### src/rtl/sc_ctl_pkg.sv
package sc_ctl_pkg;

  localparam int WORD_W = 32;
  localparam int NLINES = 2 * WORD_W;
  localparam int NBANK  = 4;

  typedef enum logic [1:0] {
    BK_RST0 = 2'd0,
    BK_RST1 = 2'd1,
    BK_CLK0 = 2'd2,
    BK_CLK1 = 2'd3
  } bank_e;

  typedef struct packed {
    logic  hit;
    logic  clr;
    bank_e bank;
  } sc_dec_t;

  // Convert stored clock-stop bits into per-line run enables.
  function automatic logic [NLINES-1:0] run_of(
    input logic [NLINES-1:0] stop,
    input logic [NLINES-1:0] mask,
    input int inv_idx,
    input int div_idx
  );
    logic [NLINES-1:0] r;
    r = '0;
    for (int i = 0; i < NLINES; i++) begin
      if (i == div_idx || !mask[i])
        r[i] = 1'b0;
      else if (i == inv_idx)
        r[i] = stop[i];
      else
        r[i] = ~stop[i];
    end
    return r;
  endfunction

endpackage

### src/rtl/sc_addr_dec.sv
module sc_addr_dec
  import sc_ctl_pkg::*;
#(
  parameter int ADDR_W   = 12,
  parameter int RST_BASE = 'h040,
  parameter int CLK_BASE = 'h080,
  parameter int STRIDE   = 'h010,
  parameter int CLR_OFS  = 'h004
) (
  input  logic [ADDR_W-1:0] addr,
  output sc_dec_t           dec
);

  function automatic logic [ADDR_W-1:0] base_of(input int b);
    return ADDR_W'(((b < 2) ? RST_BASE : CLK_BASE) + (b % 2) * STRIDE);
  endfunction

  always_comb begin
    dec = '0;
    for (int b = 0; b < NBANK; b++) begin
      if (addr == base_of(b)) begin
        dec.hit  = 1'b1;
        dec.clr  = 1'b0;
        dec.bank = bank_e'(b[1:0]);
      end else if (addr == base_of(b) + ADDR_W'(CLR_OFS)) begin
        dec.hit  = 1'b1;
        dec.clr  = 1'b1;
        dec.bank = bank_e'(b[1:0]);
      end
    end
  end

endmodule

### src/rtl/sc_word_reg.sv
module sc_word_reg #(
  parameter int           W       = 32,
  parameter logic [W-1:0] MASK    = '1,
  parameter logic [W-1:0] RST_VAL = '1
) (
  input  logic         clk,
  input  logic         rst,
  input  logic         set_en,
  input  logic         clr_en,
  input  logic [W-1:0] din,
  output logic [W-1:0] q
);

  localparam logic [W-1:0] INIT = RST_VAL & MASK;

  logic [W-1:0] nxt;

  always_comb begin
    nxt = q;
    if (set_en)
      nxt = q | din;
    else if (clr_en)
      nxt = q & ~din;
    nxt = nxt & MASK;
  end

  always_ff @(posedge clk) begin
    if (rst)
      q <= INIT;
    else
      q <= nxt;
  end

endmodule

### src/rtl/sc_out_stage.sv
module sc_out_stage
  import sc_ctl_pkg::*;
#(
  parameter logic [NLINES-1:0] RST_MASK  = '1,
  parameter logic [NLINES-1:0] CLK_MASK  = '1,
  parameter logic [NLINES-1:0] CLK_INIT  = '1,
  parameter int                INV_IDX   = 14,
  parameter int                DIV_IDX   = 31
) (
  input  logic              clk,
  input  logic              rst,
  input  logic [NLINES-1:0] rst_state,
  input  logic [NLINES-1:0] stop_state,
  output logic [NLINES-1:0] periph_rst,
  output logic [NLINES-1:0] clk_run,
  output logic              div_sel
);

  localparam logic [NLINES-1:0] RUN_INIT  = run_of(CLK_INIT & CLK_MASK, CLK_MASK, INV_IDX, DIV_IDX);
  localparam logic              DIV_INIT  = CLK_INIT[DIV_IDX] & CLK_MASK[DIV_IDX];

  logic [NLINES-1:0] run_d;

  always_comb run_d = run_of(stop_state, CLK_MASK, INV_IDX, DIV_IDX);

  always_ff @(posedge clk) begin
    if (rst) begin
      periph_rst <= RST_MASK;
      clk_run    <= RUN_INIT;
      div_sel    <= DIV_INIT;
    end else begin
      periph_rst <= rst_state;
      clk_run    <= run_d;
      div_sel    <= stop_state[DIV_IDX];
    end
  end

endmodule

### src/rtl/sc_ctl_bank.sv
module sc_ctl_bank
  import sc_ctl_pkg::*;
#(
  parameter int                ADDR_W   = 12,
  parameter int                RST_BASE = 'h040,
  parameter int                CLK_BASE = 'h080,
  parameter int                STRIDE   = 'h010,
  parameter int                CLR_OFS  = 'h004,
  parameter int                INV_IDX  = 14,
  parameter int                DIV_IDX  = 31,
  parameter logic [NLINES-1:0] RST_MASK = '1,
  parameter logic [NLINES-1:0] CLK_MASK = 64'h7FFF_FF37_8B30_E6FF
) (
  input  logic              clk,
  input  logic              rst,
  input  logic              wr_en,
  input  logic [ADDR_W-1:0] wr_addr,
  input  logic [31:0]       wr_data,
  input  logic              rd_en,
  input  logic [ADDR_W-1:0] rd_addr,
  output logic [31:0]       rd_data,
  output logic [63:0]       periph_rst,
  output logic [63:0]       clk_run,
  output logic              uart_div13
);

  localparam logic [NLINES-1:0] CLK_INIT = ~(NLINES'(1) << INV_IDX);

  sc_dec_t wdec, rdec;
  logic [WORD_W-1:0] word_q [NBANK];

  sc_addr_dec #(
    .ADDR_W(ADDR_W), .RST_BASE(RST_BASE), .CLK_BASE(CLK_BASE),
    .STRIDE(STRIDE), .CLR_OFS(CLR_OFS)
  ) u_wdec (
    .addr(wr_addr),
    .dec (wdec)
  );

  sc_addr_dec #(
    .ADDR_W(ADDR_W), .RST_BASE(RST_BASE), .CLK_BASE(CLK_BASE),
    .STRIDE(STRIDE), .CLR_OFS(CLR_OFS)
  ) u_rdec (
    .addr(rd_addr),
    .dec (rdec)
  );

  for (genvar b = 0; b < NBANK; b++) begin : g_word
    localparam bit IS_RST = (b < 2);
    localparam int SLICE  = b % 2;
    localparam logic [WORD_W-1:0] W_MASK =
      IS_RST ? RST_MASK[SLICE*WORD_W +: WORD_W] : CLK_MASK[SLICE*WORD_W +: WORD_W];
    localparam logic [WORD_W-1:0] W_INIT =
      IS_RST ? '1 : CLK_INIT[SLICE*WORD_W +: WORD_W];

    logic sel;
    assign sel = wr_en && wdec.hit && (wdec.bank == bank_e'(b));

    sc_word_reg #(
      .W(WORD_W), .MASK(W_MASK), .RST_VAL(W_INIT)
    ) u_word (
      .clk   (clk),
      .rst   (rst),
      .set_en(sel && !wdec.clr),
      .clr_en(sel && wdec.clr),
      .din   (wr_data),
      .q     (word_q[b])
    );
  end

  always_ff @(posedge clk) begin
    if (rst)
      rd_data <= '0;
    else if (rd_en)
      rd_data <= rdec.hit ? word_q[rdec.bank] : '0;
  end

  sc_out_stage #(
    .RST_MASK(RST_MASK), .CLK_MASK(CLK_MASK), .CLK_INIT(CLK_INIT),
    .INV_IDX(INV_IDX), .DIV_IDX(DIV_IDX)
  ) u_out (
    .clk       (clk),
    .rst       (rst),
    .rst_state ({word_q[BK_RST1], word_q[BK_RST0]}),
    .stop_state({word_q[BK_CLK1], word_q[BK_CLK0]}),
    .periph_rst(periph_rst),
    .clk_run   (clk_run),
    .div_sel   (uart_div13)
  );

endmodule

### config.mk
export PLATFORM = sky130hd
export DESIGN_NAME = sc_ctl_bank
export DESIGN_NICKNAME = d
export VERILOG_FILES = /design/src/rtl/sc_ctl_pkg.sv /design/src/rtl/sc_addr_dec.sv /design/src/rtl/sc_word_reg.sv /design/src/rtl/sc_out_stage.sv /design/src/rtl/sc_ctl_bank.sv
export SDC_FILE = /design/constraint.sdc
export NUM_CORES = 1
export LEC_CHECK = 0
export BUFFER_PORTS_ARGS = -buffer_cell sky130_fd_sc_hd__buf_2
export CAP_MARGIN = 20
export CORE_MARGIN = 5
export CORE_UTILIZATION = 45
export DETAILED_ROUTE_END_ITERATION = 10
export PLACE_DENSITY_LB_ADDON = 0.2
export RECOVER_POWER = 50
export SYNTH_ARGS = -nofsm -noshare
export SYNTH_HDL_FRONTEND = slang
export SYNTH_SLANG_ARGS = --single-unit
export TNS_END_PERCENT = 100
### constraint.sdc
create_clock -name clk -period 3.26 [get_ports clk]
set_input_delay 0.326 -clock clk [delete_from_list [all_inputs] [get_ports clk]]
set_output_delay 0.326 -clock clk [all_outputs]
set_load 0.005 [all_outputs]
# ---- After elaboration in Yosys (flattened, before gate mapping)
# Index checks and enable logic that the tools add are counted.
dict set report word_totals {
  ff_bits 285
  in_bits 60
  output_inout_bits 161
}
dict set report op_classes {
  magnitude_cmp 1
  eq_ne 19
  n_mux 28
  bitwise_logic 55
  reduce_logical 19
}
# cell n
set ops {}
lappend ops {{$mux W32} 9}
lappend ops {{$and A32 B32 Y32} 3}
lappend ops {{$eq A12 B7 Y1 const B} 8}
lappend ops {{$eq A12 B8 Y1 const B} 8}
lappend ops {{$or A32 B32 Y32} 3}
lappend ops {{$bmux W32 S2} 1}
lappend ops {{$mux W4} 16}
lappend ops {{$mux W31} 2}
lappend ops {{$not A1 Y1} 45}
lappend ops {{$not A32 Y32} 1}
lappend ops {{$and A31 B31 Y31} 1}
lappend ops {{$or A31 B31 Y31} 1}
lappend ops {{$logic_and A1 B1 Y1} 13}
lappend ops {{$reduce_bool A2 Y1} 4}
lappend ops {{$eq A2 B2 Y1 const B} 2}
lappend ops {{$ge A3 B3 Y1 const B} 1}
lappend ops {{$not A2 Y3} 1}
lappend ops {{$eq A2 B1 Y1 const B} 1}
lappend ops {{$logic_not A2 Y1} 1}
lappend ops {{$logic_not A1 Y1} 1}

# ---- Depth between registers and ports, before layout
# Gate-level depths: netlist of the first run.
dict set report logic_depth {
  depth_word 14
  depth_mapped 7
}

# ---- By module
# From an unflattened synthesis of the first run, not the netlist that was laid out.
dict set report hier_totals {
  hier_cells 853
  area_unflattened_um2 9320.2
}
# module n_inst cells_per_inst area_each_um2
set by_module_without_submodules {}
lappend by_module_without_submodules {sc_out_stage 1 253 3039.2}
lappend by_module_without_submodules {{sc_word_reg at g_word[0].u_word ...} 2 105 1137.3}
lappend by_module_without_submodules {sc_ctl_bank 1 194 1994.4}
lappend by_module_without_submodules {{sc_word_reg at g_word[3].u_word} 1 98 1063.5}
lappend by_module_without_submodules {{sc_word_reg at g_word[2].u_word} 1 78 808.3}
lappend by_module_without_submodules {sc_addr_dec 2 10 70.1}

# ---- Worst setup path before layout of the first run
# OpenSTA, ideal clock, no wires.
dict set report synth_path {
  path_type {input to register}
  startpoint {in rd_addr[9]}
  endpoint {reg rd_data[16]}
  setup_ns 0.138
  t_arrival_ns 1.947
  t_required_ns 3.122
  setup_slack_ns 1.175
  stages 7
  path_cell_list {or4_4 -> buf_6 -> or3_1 -> clkbuf_1 -> buf_2 -> mux2i_1 -> o22ai_2}
}
dict set report synth_via {
  elab_chain_len 13
  word_cells_on_any_way 21
}
# item line_no
set synth_lines {}
lappend synth_lines {{from (decl)} sc_ctl_bank.sv:20} ;# input logic [ADDR_W-1:0] rd_addr,
lappend synth_lines {{$eq A12 B7 Y1} sc_addr_dec.sv:21} ;# if (addr == base_of(b)) begin
lappend synth_lines {{$mux W4} sc_addr_dec.sv:21}
lappend synth_lines {{$mux W4} sc_addr_dec.sv:25} ;# end else if (addr == base_of(b) + ADDR_W'(CLR_OFS)) begin
lappend synth_lines {{$mux W4} sc_addr_dec.sv:21}
lappend synth_lines {{$mux W4} sc_addr_dec.sv:25}
lappend synth_lines {{$mux W4} sc_addr_dec.sv:21}
lappend synth_lines {{$mux W4} sc_addr_dec.sv:25}
lappend synth_lines {{$mux W4 (*)} sc_addr_dec.sv:21}
lappend synth_lines {{$not A2 Y3 (implied by the code)} sc_ctl_bank.sv:75} ;# rd_data <= rdec.hit ? word_q[rdec.bank] : '0;
lappend synth_lines {{$bmux W32 S2} sc_ctl_bank.sv:75}
lappend synth_lines {{$mux W32 (implied by the code) (2 in series)} sc_ctl_bank.sv:75}
lappend synth_lines {{$mux W32 (*)} sc_ctl_bank.sv:75}
lappend synth_lines {{to (signal assigned)} sc_ctl_bank.sv:75}
lappend synth_lines {{to (decl)} sc_ctl_bank.sv:21} ;# output logic [31:0] rd_data,
# Mark *: on every way between the ends. The rest lies on a longest branch, timed or not. The select of a mux whose other input is x is not followed.
# A chain may end at the register's enable or synchronous reset.

# ---- Final worst setup path of the first run
dict set report layout_path {
  startpoint {in rd_addr[1]}
  endpoint {reg rd_data[21]}
}
# The elaborated chain is that of the path after synthesis.

==> results.md, run 1 <==
* Status: completed
* Post-Syn Area per Cell at 9.70 µm²
* CTS Hold Bufs at 0
* Sequential area share after synthesis at 56.3%
* Post-layout min period at 1.94 ns
* Mapped Cells at 931
* Post-route DRC at 0
* CP Class: in -> reg
* Hold_ws at 0.150 ns
* Data required time of the worst path at 3.71 ns
* Clock net sink count at 254
* Area after DPL at 0.0102 mm²
* Util after Layout at 56.7%
* Max incr delay on CP at 0.75 ns
* Cell taking the most area after synthesis: dfxtp_1
* Top delay family on crit path: simple AND/OR/NAND/NOR gates
* Overall routing resource usage at 20.9%
* Clk buf depth at 3
* R2r setup slk at 2.35 ns
* H-tree levels at 1
* Synth unique cells at 40
* Initial Util at 46.1%
* Clock Pin Slew Worst Setup and Hold Paths at 0.06 ns
* Post-CTS resize count at 0
* Number of global-route vias before repair at 6998
* Die Width at 152 µm
* Worst-path cell chain: buf_2 -> or4_1 -> nor4_4 -> buf_4 -> a221oi_1 -> o21ai_1
* DR WL/cell at 17.6 µm
* Worst hold path stage count at 3
* Yosys warns at 0
* TritonCTS buffer count at 26
* Final WL at 24800 µm
* Drt pass-1 iters at 5
* Leakage Power at 4.42 nW
* RSZ-0062 raised after global routing: false
* Flops & latches, synth at 254
* R2R depth at 3
* Buf/Inv on CP at 2
* Dpl cells at 1360
* IO Port Bufs at 201
* Fillers at 1835
* P&R area growth vs syn at 23.0%
* VDD IR max at 391 µV
* Arrival time at the worst endpoint at 2.39 ns
* Die height at 152 µm
* Setup repair bufs after CTS at 0
* First-pass GRT wire length at 37700 µm
* Worst-Margin Slew at 1.11 ns
* Nets at 1183
* Final cell count without fillers at 1410
* Synth top area share at 56.3%
* Max-cap violations at 0
* Core area at 0.0196 mm²
* DRT iter0 DRCs at 391
* # IOs at 221
* Share of layout cells above drive strength 1 at 20.8%
* Worst rel slew slack at 25.7%
* Main area contributors after synthesis: dfxtp_1 (56%), mux2i_1 (13%), nor2_1 (8.6%), inv_1 (2.8%), clkbuf_1 (1.8%)
* Design Area, Final at 0.0111 mm²
* CTS tree: yes
* Cell Pwr Density at 575 mW/mm²
* Routability cong. at 0.784
* Min-Delay Startpoint: wr_data[25]
* DR vias/cell at 4.95
* Final ANT Viol Nets at 0
* Syn Std Cell Area at 0.00903 mm²
* Remaining Overflow, GRT at 0
* CP Max Fanout at 8
* Num rows at 51
* Fin Clk Skew at 0.0135 ns
* Fin. Hold Viols at 0
* Setup TNS Final at 0 ns
* CP Launch Type: input pin
* Root buf cell: clkbuf_16
* Worst R2R End: rd_data[6]
* Final Cycle Share at 59.4%
* Die area at 0.0230 mm²
* Via Count at 6978
* Setup crit end kind: flop
* Worst path slowest cell: nor4_4
* Worst min path class: in -> reg
* Setup violators final at 0
* Max Slew Vio Count at 0
* Max frequency at 516 MHz
* Hpwl dp at 16300 µm
* Largest net degree at the start of global routing at 55
* Worst skew pair latency at 0.52 ns
* Initial antenna violation count at 2
-- routing by layer --
layer / part of all wire [%] / GRT usage (%) / wire length, µm / up-vias
li1: - / - / - / 3420
met1: 44 / 28.1 / 10800 / 3291
met2: 46 / 34.1 / 11500 / 233
met3: 8.1 / 4.46 / 2000 / 34
met4: 2.2 / 6.06 / 535 / 0
met5: 0 / 0 / 0 / -
-- per-stage QoR --
stage	total power, mW	worst slack [ns]
2_1_floorplan	3.28	1.18
3_3_place_gp	3.35	0.853
3_5_place_dp	3.35	0.836
4_1_cts	6.45	1.36
5_1_grt	6.60	1.24
6_report	6.39	1.32
-- tightest hold or removal path, delay by kind of cell --
family,cells,cell delay (ns)
AOI/OAI and AO/OA,2,0.20
buffers and inverters,1,0.09
-- cell families after synthesis --
| kind of cell | after synthesis | synth area share (%) |
|---|---|---|
| other | 1 | 0.0415 |
| multiplexers | 120 | 13.3 |
| AND/OR/NAND/NOR | 311 | 15.3 |
| buffers and inverters | 140 | 6.87 |
| flip-flops | 254 | 56.3 |
| XOR/XNOR | 1 | 0.0970 |
| AO/OA/AOI/OAI | 104 | 8.10 |
-- cell type report --
type | instances | area, µm² | area share (%)
diodes | 3 | 7.51 | 0.0676
clock buffers | 41 | 808 | 7.28
clock inverters | 6 | 108 | 0.969
inverters | 67 | 251 | 2.26
multi-input cells | 554 | 3430 | 30.8
flip-flops and latches | 254 | 5080 | 45.8
well taps | 265 | 332 | 2.98
repair buffers | 220 | 1090 | 9.82
-- cell usage after synthesis --
cell type	n
dfxtp_1	254
nor2_1	206
mux2i_1	120
inv_1	67
clkbuf_1	44
nand2_1	36
nor2b_1	21
buf_4	18
o21ai_0	18
a221oi_1	15
and2_1	15
o21ai_1	15
a21oi_1	13
nor3_1	11
o22ai_2	10
a31oi_1	9
o22ai_1	7
o311ai_0	5
o311ai_1	5
buf_1	4
buf_2	4
nand4_1	4
nor4_2	4
o31ai_1	4
buf_6	3
nand2b_1	2
nand3b_1	2
or2_2	2
or4_4	2
a211oi_1	1
and4_1	1
conb_1	1
nand2b_4	1
o2111a_1	1
o2111ai_1	1
or2_4	1
or3_1	1
or4_1	1
or4bb_1	1
xnor2_1	1
-- report_power, final --
group / internal (mW) / leakage, nW / switching, mW
combinational: 0.0459 / 1.92 / 0.129
sequential: 3.10 / 2.05 / 0.000278
clock: 1.93 / 0.448 / 1.18
total: 5.08 / 4.42 / 1.31
-- placed cells by master (no fill, tap or decap), drive strengths merged, types with 17 or more instances in the layout --
cell type	n
mux2i	120
nor2b	21
conb	18
o21ai	33
nand2	36
clkbuf	88
buf	173
inv	67
o22ai	17
nor2	206
dfxtp	254
-- worst max path at each step --
stage | startpoint | endpoint | slack, ns | cells past startpoint
finish | rd_addr[1] | rd_data[21] | 1.32 | 6
floorplan | rd_addr[9] | rd_data[16] | 1.18 | 7
detailed placement | rd_addr[1] | rd_data[20] | 0.84 | 6
CTS | rd_addr[1] | rd_data[20] | 1.36 | 6
global route | rd_addr[1] | rd_data[2] | 1.24 | 6
global placement | rd_addr[1] | rd_data[0] | 0.85 | 6
Power figures use the tool's default switching activity.
==> run 2: changes to the inputs <==
==> constraint.sdc (replaced) <==
create_clock -name clk -period 1.9 [get_ports clk]
set_input_delay 0.19 -clock clk [delete_from_list [all_inputs] [get_ports clk]]
set_output_delay 0.19 -clock clk [all_outputs]
set_load 0.005 [all_outputs]
==> results.md, run 2 (synthesized netlist as in run 1, its figures left out) <==
* Status: completed (unchanged)
* Root buf cell: clkbuf_16 (unchanged)
* Clk buf depth at 3 (unchanged)
* Fillers at 1800 (was 1835)
* Most common cell after layout, fill and taps aside: dfxtp_1 (unchanged)
* Worst-path cell chain: dlygate4sd3_1 -> clkbuf_1 -> nand2b_1 -> or4_4 -> or2_4 -> o22ai_1 (was buf_2 -> or4_1 -> nor4_4 -> buf_4 -> a221oi_1 -> o21ai_1)
* R2R depth at 3 (unchanged)
* Final cell count without fillers at 1432 (was 1410)
* Max Slew Vio Count at 0 (unchanged)
* DR WL/cell at 17.3 µm (was 17.6 µm)
* Via Count at 7058 (was 6978)
* Worst min path class: in -> reg (unchanged)
* Drt pass-1 iters at 5 (unchanged)
* Post-layout min period at 1.62 ns
* CP Max Fanout at 13 (was 8)
* Arrival time at the worst endpoint at 2.06 ns (was 2.39 ns)
* Worst path slowest cell: dlygate4sd3_1 (was nor4_4)
* Worst skew pair latency at 0.52 ns (about the same)
* CTS tree: yes (unchanged)
* Post-route DRC at 0 (unchanged)
* Cell Pwr Density at 964 mW/mm² (was 575 mW/mm²)
* Setup violators final at 0 (unchanged)
* Worst rel slew slack at 56.8% (was 25.7%)
* Worst hold path stage count at 3 (unchanged)
* Final ANT Viol Nets at 0 (unchanged)
* Util after Layout at 57.4% (was 56.7%)
* IO Port Bufs at 201 (unchanged)
* Setup repair bufs after CTS at 0 (unchanged)
* RSZ-0062 raised after global routing: false (unchanged)
* DR vias/cell at 4.93 (was 4.95)
* Largest net degree at the start of global routing at 56 (was 55)
* TritonCTS buffer count at 26 (unchanged)
* Number of global-route vias before repair at 7049 (was 6998)
* Most frequent cells in the layout: dfxtp_1 (254), nor2_1 (205), buf_2 (127) (was dfxtp_1 (254), nor2_1 (205), buf_2 (152))
* Data required time of the worst path at 2.34 ns (was 3.71 ns)
* Buf/Inv on CP at 2 (unchanged)
* Worst-Margin Slew at 0.648 ns (was 1.11 ns)
* Max-cap violations at 0 (unchanged)
* Max incr delay on CP at 0.54 ns (was 0.75 ns)
* Final Cycle Share at 85.1%
* DRT iter0 DRCs at 477 (was 391)
* Fin Clk Skew at 0.00871 ns (was 0.0135 ns)
* # IOs at 221 (unchanged)
* Die height at 152 µm (unchanged)
* P&R area growth vs syn at 24.5% (was 23.0%)
* WP depth at 6 (unchanged)
* Register area at 0.00508 mm² (unchanged)
* First-pass GRT wire length at 38000 µm (was 37700 µm)
* Initial antenna violation count at 2 (unchanged)
* Clock Pin Slew Worst Setup and Hold Paths at 0.06 ns (about the same)
* VDD IR max at 716 µV (was 391 µV)
* Clock net sink count at 254 (unchanged)
* Top delay family on crit path: simple AND/OR/NAND/NOR gates (unchanged)
* Num rows at 51 (unchanged)
* Core area at 0.0196 mm² (unchanged)
* Nets at 1205 (was 1183)
* CP Launch Type: input pin (unchanged)
* Fin. Hold Viols at 0 (unchanged)
* Leakage Power at 4.44 nW (was 4.42 nW)
* Setup crit end kind: flop (unchanged)
* Max frequency at 619 MHz
* Tot Pwr at 10.8 mW (was 6.39 mW)
* Dpl cells at 1380 (was 1360)
* Area of the multi-input gates at 0.00343 mm² (unchanged)
* CP Class: in -> reg (unchanged)
* Routability cong. at 0.832 (was 0.784)
* Final WL at 24800 µm (unchanged)
* Die Width at 152 µm (unchanged)
* Hpwl dp at 16900 µm (was 16300 µm)
* Initial Util at 46.1% (unchanged)
* Die area at 0.0230 mm² (unchanged)
* Share of layout cells above drive strength 1 at 20.0% (was 20.8%)
* Remaining Overflow, GRT at 0 (unchanged)
* H-tree levels at 1 (unchanged)
* Overall routing resource usage at 21.0% (was 20.9%)
[run 2: cell types whose count changed in the layout (fill, tap and decap cells not counted), sizes merged]
cell / previous run / this run
clkbuf: 88 / 106
clkinv: 2 / 8
buf: 173 / 169
dlygate4sd3: 0 / 2
clkinvlp: 1 / 2
diode: 3 / 2
[run 2: routing by layer]
| metal | GRT usage [%] | wire, µm | vias up |
|---|---|---|---|
| met1 | 27.6 | 10800 | 3267 |
| li1 | - | - | 3477 |
| met5 | 0 | 0 | - |
| met2 | 34.8 | 11500 | 266 |
| met4 | 6.87 | 603 | 0 |
| met3 | 4.07 | 1870 | 48 |
[run 2: final timing paths]
check	slack [ns]	startpoint	to
worst max-delay path	0.28	rst	rd_data[12]
worst min-delay path	0.02	wr_data[6]	flop
worst max register to register	0.97	flop	rd_data[31]
worst min register to register	0.43	flop	u_out.clk_run[51]
[run 2: per-stage QoR]
step           hold slack [ns]  instance area (µm²)  worst slack [ns]  TNS, ns
2_1_floorplan            0.400                 9100           -0.0463   -0.461
3_3_place_gp             0.423                10400            -0.175    -3.78
3_5_place_dp             0.418                10400            -0.193    -4.46
4_1_cts                0.00559                11300             0.316        0
5_1_grt                 0.0272                11200             0.196        0
6_report                0.0246                11200             0.284        0
[run 2: where the power goes]
part | total (mW) | internal (mW) | switching (mW) | leakage [nW]
registers | 5.33 | 5.33 | 0.000529 | 2.05
clock network | 5.19 | 3.12 | 2.07 | 0.434
logic | 0.320 | 0.0956 | 0.224 | 1.95
[run 2: timing repair]
action / 4_1_cts / 5_1_grt
resized for setup: 0 / 0
hold buffers: 2 / 0
hold endpoints to repair: 3 / 0
[run 2: cell type report]
| class | count | area share (%) |
|---|---|---|
| Multi-Input combinational cell | 554 | 30.5 |
| Clock buffer | 35 | 6.54 |
| Clock inverter | 13 | 1.29 |
| Tap cell | 265 | 2.95 |
| Timing Repair Buffer | 242 | 11.2 |
| Antenna cell | 2 | 0.0445 |
| Sequential cell | 254 | 45.2 |
| Inverter | 67 | 2.24 |
[run 2: worst min-delay path: stages]
cell	delay (ns)
buf_2	0.10
a31oi_1	0.07
o21ai_0	0.14
